File: src/rtl/cd_pkg.sv
package cd_pkg;

  localparam int DIG_W = 6;

  typedef enum logic [1:0] {
    CS_LOWER     = 2'd0,
    CS_LOWER_DIG = 2'd1,
    CS_MIXED     = 2'd2,
    CS_FULL      = 2'd3
  } cset_e;

  function automatic logic [6:0] alpha_size(cset_e cs);
    case (cs)
      CS_LOWER:     return 7'd26;
      CS_LOWER_DIG: return 7'd36;
      CS_MIXED:     return 7'd52;
      default:      return 7'd62;
    endcase
  endfunction

  function automatic logic [7:0] sym_ascii(cset_e cs, logic [DIG_W-1:0] idx);
    logic [7:0] wide;
    wide = {2'b00, idx};
    if (wide < 8'd26) return 8'h61 + wide;
    case (cs)
      CS_LOWER_DIG: return 8'h30 + (wide - 8'd26);
      CS_MIXED:     return 8'h41 + (wide - 8'd26);
      CS_FULL:      return (wide < 8'd52) ? (8'h41 + (wide - 8'd26))
                                          : (8'h30 + (wide - 8'd52));
      default:      return 8'h3f;
    endcase
  endfunction

endpackage

File: src/rtl/cd_odometer.sv
module cd_odometer
  import cd_pkg::*;
#(
  parameter int MAX_LEN = 8,
  parameter int LEN_W   = 4
) (
  input  logic                     clk,
  input  logic                     rst_n,
  input  logic                     clear,
  input  logic                     step,
  input  logic [6:0]               size,
  input  logic [LEN_W-1:0]         len,
  output logic [MAX_LEN*DIG_W-1:0] digits,
  output logic                     all_max
);

  logic [MAX_LEN*DIG_W-1:0] dig_q, dig_nxt;
  logic carry, at_max;
  int   li;

  // Carry ripples from the rightmost active position toward position 0.
  always_comb begin
    li      = int'(len);
    carry   = 1'b0;
    at_max  = 1'b0;
    dig_nxt = dig_q;
    for (int i = MAX_LEN - 1; i >= 0; i--) begin
      if (i >= li)           carry = 1'b0;
      else if (i == li - 1)  carry = 1'b1;
      at_max = ({1'b0, dig_q[i*DIG_W +: DIG_W]} == (size - 7'd1));
      if (carry)
        dig_nxt[i*DIG_W +: DIG_W] = at_max ? '0 : dig_q[i*DIG_W +: DIG_W] + DIG_W'(1);
      carry = carry & at_max;
    end
    all_max = carry;
  end

  always_ff @(posedge clk) begin
    if (!rst_n)     dig_q <= '0;
    else if (clear) dig_q <= '0;
    else if (step)  dig_q <= dig_nxt;
  end

  assign digits = dig_q;

  for (genvar g = 0; g < MAX_LEN; g++) begin : g_chk
    AST_DIGIT_RANGE: assert property (@(posedge clk) disable iff (!rst_n)
      (g < int'(len)) |-> ({1'b0, dig_q[g*DIG_W +: DIG_W]} < size));
    AST_UNUSED_ZERO: assert property (@(posedge clk) disable iff (!rst_n)
      (g >= int'(len)) |-> (dig_q[g*DIG_W +: DIG_W] == '0));
  end

endmodule

File: src/rtl/cd_symbol_map.sv
module cd_symbol_map
  import cd_pkg::*;
#(
  parameter int MAX_LEN = 8,
  parameter int LEN_W   = 4
) (
  input  cset_e                    cs,
  input  logic [LEN_W-1:0]         len,
  input  logic [MAX_LEN*DIG_W-1:0] digits,
  output logic [MAX_LEN*8-1:0]     chars
);

  for (genvar p = 0; p < MAX_LEN; p++) begin : g_pos
    assign chars[p*8 +: 8] = (p < int'(len)) ? sym_ascii(cs, digits[p*DIG_W +: DIG_W])
                                             : 8'h00;
  end

endmodule

File: src/rtl/cd_rotator.sv
module cd_rotator #(
  parameter int NUM_CORES = 4,
  parameter int CORE_W    = 2
) (
  input  logic                 clk,
  input  logic                 rst_n,
  input  logic                 clear,
  input  logic                 advance,
  input  logic                 offer,
  output logic [CORE_W-1:0]    ptr,
  output logic [NUM_CORES-1:0] valid_vec
);

  logic [CORE_W-1:0] ptr_q;

  always_ff @(posedge clk) begin
    if (!rst_n)       ptr_q <= '0;
    else if (clear)   ptr_q <= '0;
    else if (advance) ptr_q <= (ptr_q == CORE_W'(NUM_CORES - 1)) ? '0 : ptr_q + CORE_W'(1);
  end

  assign ptr = ptr_q;

  for (genvar k = 0; k < NUM_CORES; k++) begin : g_vld
    assign valid_vec[k] = offer && (ptr_q == CORE_W'(k));
  end

  AST_ONE_OFFER: assert property (@(posedge clk) disable iff (!rst_n)
    $onehot0(valid_vec));
  AST_PTR_RANGE: assert property (@(posedge clk) disable iff (!rst_n)
    int'(ptr_q) < NUM_CORES);

endmodule

File: src/rtl/cand_dispatch.sv
module cand_dispatch
  import cd_pkg::*;
#(
  parameter int NUM_CORES = 4,
  parameter int MAX_LEN   = 8,
  parameter int SEQ_W     = 64,
  localparam int LEN_W    = $clog2(MAX_LEN + 1),
  localparam int CORE_W   = (NUM_CORES > 1) ? $clog2(NUM_CORES) : 1
) (
  input  logic                 clk,
  input  logic                 rst_n,
  input  logic [1:0]           cfg_charset,
  input  logic [LEN_W-1:0]     cfg_len,
  input  logic                 start,
  input  logic                 stop,
  input  logic [NUM_CORES-1:0] core_ready,
  output logic [NUM_CORES-1:0] core_valid,
  output logic [MAX_LEN*8-1:0] cand_data,
  output logic [SEQ_W-1:0]     cand_tag,
  output logic [CORE_W-1:0]    cand_core,
  output logic                 busy,
  output logic                 exhausted
);

  cset_e                    cs_q;
  logic [LEN_W-1:0]         len_q, len_in;
  logic                     run_q, exh_q;
  logic [SEQ_W-1:0]         tag_q;
  logic [CORE_W-1:0]        ptr;
  logic [MAX_LEN*DIG_W-1:0] digits;
  logic                     last_one, fire;

  assign fire = run_q && core_ready[ptr] && !start;

  always_comb begin
    if (cfg_len == '0)                         len_in = LEN_W'(1);
    else if (int'(cfg_len) > MAX_LEN)          len_in = LEN_W'(MAX_LEN);
    else                                       len_in = cfg_len;
  end

  always_ff @(posedge clk) begin
    if (!rst_n) begin
      cs_q  <= CS_LOWER;
      len_q <= LEN_W'(1);
      run_q <= 1'b0;
      exh_q <= 1'b0;
      tag_q <= '0;
    end else if (start) begin
      cs_q  <= cset_e'(cfg_charset);
      len_q <= len_in;
      run_q <= 1'b1;
      exh_q <= 1'b0;
      tag_q <= '0;
    end else begin
      if (fire) begin
        tag_q <= tag_q + SEQ_W'(1);
        if (last_one) begin
          exh_q <= 1'b1;
          run_q <= 1'b0;
        end
      end
      if (stop) run_q <= 1'b0;
    end
  end

  cd_odometer #(.MAX_LEN(MAX_LEN), .LEN_W(LEN_W)) u_odo (
    .clk     (clk),
    .rst_n   (rst_n),
    .clear   (start),
    .step    (fire),
    .size    (alpha_size(cs_q)),
    .len     (len_q),
    .digits  (digits),
    .all_max (last_one)
  );

  cd_symbol_map #(.MAX_LEN(MAX_LEN), .LEN_W(LEN_W)) u_map (
    .cs     (cs_q),
    .len    (len_q),
    .digits (digits),
    .chars  (cand_data)
  );

  cd_rotator #(.NUM_CORES(NUM_CORES), .CORE_W(CORE_W)) u_rot (
    .clk       (clk),
    .rst_n     (rst_n),
    .clear     (start),
    .advance   (fire),
    .offer     (run_q),
    .ptr       (ptr),
    .valid_vec (core_valid)
  );

  assign cand_tag  = tag_q;
  assign cand_core = ptr;
  assign busy      = run_q;
  assign exhausted = exh_q;

  AST_HOLD_OFFER: assert property (@(posedge clk) disable iff (!rst_n)
    (busy && !core_ready[cand_core] && !stop && !start) |=>
      ($stable(core_valid) && $stable(cand_data) && $stable(cand_tag) && $stable(cand_core)));
  AST_TAG_ADVANCE: assert property (@(posedge clk) disable iff (!rst_n)
    ((|(core_valid & core_ready)) && !start) |=> (cand_tag == $past(cand_tag) + SEQ_W'(1)));
  AST_EXHAUSTED_QUIET: assert property (@(posedge clk) disable iff (!rst_n)
    exhausted |-> (core_valid == '0));
  AST_STOP_HALTS: assert property (@(posedge clk) disable iff (!rst_n)
    (stop && !start) |=> (!busy && core_valid == '0));

endmodule

File: config.mk
export PLATFORM = sky130hd
export DESIGN_NAME = cand_dispatch
export DESIGN_NICKNAME = d
export VERILOG_FILES = /design/src/rtl/cd_pkg.sv /design/src/rtl/cd_odometer.sv /design/src/rtl/cd_symbol_map.sv /design/src/rtl/cd_rotator.sv /design/src/rtl/cand_dispatch.sv
export SDC_FILE = /design/constraint.sdc
export NUM_CORES = 1
export LEC_CHECK = 0
export BUFFER_PORTS_ARGS = -buffer_cell sky130_fd_sc_hd__buf_2
export CORE_MARGIN = 2
export CORE_UTILIZATION = 35
export CTS_BUF_LIST = sky130_fd_sc_hd__clkbuf_16
export DETAILED_ROUTE_END_ITERATION = 7
export GPL_TIMING_DRIVEN = 0
export PLACE_DENSITY = 0.53
export SLEW_MARGIN = 10
export SYNTH_ARGS = -nofsm -noshare
export SYNTH_HDL_FRONTEND = slang
export SYNTH_SLANG_ARGS = --single-unit
File: constraint.sdc
create_clock -name clk -period 8.7 [get_ports clk]
set_clock_uncertainty 0.2 [all_clocks]
set_input_delay 1.74 -clock clk [delete_from_list [all_inputs] [get_ports clk]]
set_output_delay 1.74 -clock clk [all_outputs]
set_load 0.1 [all_outputs]
==> key figures <==
Outcome
  – Run status: complete, no violations

Setup path
  – Worst R2R Path Depth: 11
  – WP data arrival: 4.26 ns
  – Cells along the critical path: inv_1, ha_1, buf_4, clkbuf_1, inv_1, clkbuf_1, o221ai_1, a21oi_1, nor3b_1, buf_2
  – Critical path capture point type: output pin
  – Reg-to-Reg Start: cs_q[0]
  – Req. time, crit path: 6.76 ns
  – Crit path max fanout: 10
  – Critical Path Source Type: flip-flop
  – Reg-to-Reg End: u_odo.digits[27]
  – Slowest CP cell: clkbuf_1
  – Slowest cell delay on critical path: 0.65 ns
  – Critical path buffers and inverters: 6
  – CP top delay family: buffers and inverters
  – CP Class: flip-flop to output pin
  – Reg2reg setup slack: 4.84 ns

STA
  – Setup TNS: 0 ns
  – Hold slack: 0.249 ns
  – F_max: 0.161 GHz
  – Slew Limit Fails: 0
  – Relative slew slack: 0.161
  – Worst-Margin Slew: 1.25 ns
  – Final worst-path cycle share: 0.712
  – Setup violators final: 0
  – Final hold viol count: 0
  – RSZ-0062 raised after global routing: no
  – Tmin final: 6.20 ns

Detailed routing
  – Drt first pass iters: 5
  – Via-per-instance ratio: 5.46
  – Drc violations: 0
  – Met2 wire length: 16400 um
  – Via count: 11095
  – Total Wirelength: 36500 um
  – Top Metal Used: met5
  – Met3 WL: 2010 um
  – Wire per inst: 18.0 um
  – Initial drt markers: 615
  – Post-DRT Antenna Nets: 0
  – M1 WL: 16900 um

Yosys
  – Syn_area_per_cell: 7.58 um2
  – EDFF count, synth: 0
  – Yosys warnings: 0
  – Post-Syn Area: 11000 um2
  – Post-synth top area share: 0.222
  – Yosys cell types: 67
  – Post-synthesis register bit count: 122
  – Register area share after synthesis: 0.222
  – Post-synth top flop: dfxtp_1
  – Area contributors post-synth: dfxtp_1 22%, ha_1 11%, xnor2_1 9.7%
  – Synth Instances: 1453
  – Ys async rst share: 0
  – Syn_nets: 1567
  – Leading area contributor after synthesis: dfxtp_1

Pwr
  – Max VDD drop: 0.000136 V
  – Leakage: 4.94 nW
  – PwrDens: 115 nW/um2

Die
  – Die area: 32900 um2
  – Initial Utilization: 0.357
  – I/O Pins: 150
  – FP Rows: 64
  – Die Ht: 181 um
  – CORE AREA: 30800 um2
  – Die Wd: 181 um

Global routing
  – Vias in the first global route: 10252
  – Antenna violations before repair: 2
  – First-pass GRT wire length: 57200 um
  – Tot GR Track Use: 0.217
  – Total congestion overflow: 0
  – Largest net degree at the start of global routing: 17

CTS
  – CTS tree: done
  – Clk sinks: 122
  – # resized after CTS: 0
  – Post-CTS setup buffers: 0
  – Worst-path clk slew: 0.06 ns
  – TritonCTS Buffers: 17
  – H-Tree Depth: 4
  – CTS root buf: clkbuf_16
  – Max Root-Sink Buffers: 2
  – Hold buffers post-CTS: 0
  – Clock Latency Late Sink: 0.43 ns

Placed design
  – RD Place Congestion: 0.896
  – Dpl cells: 1998
  – IO Port Bufs: 149
  – DP HPWL: 27200 um

Min path
  – Worst min path class: flip-flop to flip-flop
  – Worst Hold Path EP: exhausted
  – Hold Path Depth: 2
  – Hold Startpoint: exhausted

Final layout
  – Post-route non-filler standard cell count: 2031
  – Layout net count: 1735
  – Footprint of the multi-input gates: 8040 um2
  – Register area: 2440 um2
  – Layout cell share with drive strength beyond 1: 0.132
  – Fill count: 3231
  – Syn-to-layout area delta: 16.5%

Run
  – Max Cap Violations: 0
-- cell usage in the layout, fill, tap and decap left out, types with 6 or more instances in the layout --
master     Yosys  final
nor2_1       172    172
buf_2         11    160
a21oi_1      130    130
nand2_1      129    129
xnor2_1      122    122
dfxtp_1      122    122
ha_1         100    100
xor2_1        77     77
inv_1         63     63
o21ai_0       53     53
clkbuf_1      51     51
nand3_1       51     51
nand4_1       35     35
nor3_1        30     30
nor2b_1       20     20
or3_1         18     18
a211oi_1      17     17
clkbuf_16      0     17
o221ai_1      16     16
a221oi_1      16     16
and3_1        14     14
o211ai_1      13     13
and2_1        12     12
o22ai_1       11     11
a31oi_1       11     11
a21o_1        10     10
and3b_1       10     10
and4_1        10     10
o21a_1         9      9
nand3b_1       9      9
nor4_1         9      9
a32o_1         8      8
o21bai_1       7      7
inv_6          0      7
nand4b_1       6      6
nor3b_1        6      6
nand2b_1       6      6
or4_1          6      6
-- flip-flops by register name (all words and copies together) (netlist names) --
register,flops
u_odo.digits,48
cs_q,2
u_rot.ptr,2
len_q,4
busy,1
exhausted,1
cand_tag,64
-- cell usage after synthesis (5+ instances only) --
master      n
ha_1      100
nand2b_1    6
nand4_1    35
nor4_1      9
nand3b_1    9
a31oi_1    11
nand4b_1    6
o21a_1      9
a21oi_1   130
a221oi_1   16
a211oi_1   17
nor2_1    172
o22ai_1    11
mux2i_1     5
buf_2      11
inv_1      63
nand3_1    51
o211ai_1   13
o221ai_1   16
or4_1       6
and3_1     14
or3_1      18
and3b_1    10
nor2b_1    20
o21ai_0    53
and4_1     10
buf_1       5
nand2_1   129
a32o_1      8
nor3_1     30
and2_1     12
nor3b_1     6
a21o_1     10
xnor2_1   122
o21bai_1    7
xor2_1     77
clkbuf_1   51
dfxtp_1   122
-- tightest hold or removal path, delay by kind of cell, from the launching register on --
kind | cells | cell delay (ns)
flops | 1 | 0.31
buf+inv | 1 | 0.05
compound gates | 1 | 0.05
-- worst max path at each step --
stage | from | end | slack [ns] | depth (start not counted)
6_report | cs_q[1] | cand_data[37] | 2.50 | 10
3_3_place_gp | cs_q[1] | cand_data[37] | 3.01 | 10
5_1_grt | cs_q[1] | cand_data[37] | 2.39 | 10
4_1_cts | cs_q[1] | cand_data[37] | 2.54 | 10
2_1_floorplan | u_odo.digits[8] | cand_data[13] | 2.79 | 8
3_5_place_dp | cs_q[1] | cand_data[37] | 3.01 | 10
-- power by group --
group / leakage, nW / internal [W] / switching [W] / total, W
Combinational: 3.67 / 0.0000360 / 0.000166 / 0.000202
Sequential: 0.984 / 0.000561 / 0.00000318 / 0.000564
Clock: 0.284 / 0.000404 / 0.000306 / 0.000710
-- cell families after synthesis --
| kind of cell | share of synthesized area |
|---|---|
| AOI/OAI and AO/OA | 0.192 |
| buffers and inverters | 0.0487 |
| and+or+nand+nor | 0.259 |
| muxes | 0.00659 |
| xor gates and xnor gates | 0.158 |
| DFF | 0.222 |
| adders and majority gates | 0.114 |
-- per-stage QoR --
step / total power, W / area [um2] / setup slack [ns] / utilization
2_1_floorplan: 0.000720 / 11000 / 2.79 / -
3_3_place_gp: 0.000776 / 12300 / 3.01 / 0.398
3_5_place_dp: 0.000777 / 12300 / 3.01 / 0.398
4_1_cts: 0.00149 / 12800 / 2.54 / 0.416
5_1_grt: 0.00152 / 12800 / 2.39 / 0.416
6_report: 0.00148 / 12800 / 2.50 / 0.416
-- cell type report --
class                   instances  share of cell area
inverters                      63              0.0184
multi-input cells            1197               0.626
clock inverters                15              0.0119
repair buffers                149              0.0581
diodes                          1            0.000195
clock buffers                  17              0.0331
flip-flops and latches        122               0.190
well taps                     396              0.0386
plain buffers                  71              0.0234
-- metal layers --
| layer | vias up | GRT usage |
|---|---|---|
| met3 | 55 | 0.0365 |
| met1 | 5197 | 0.287 |
| met4 | 2 | 0.0820 |
| met5 | - | 0 |
| met2 | 344 | 0.355 |
| li1 | 5497 | - |
Note: power is estimated with default switching activity, not from simulation.
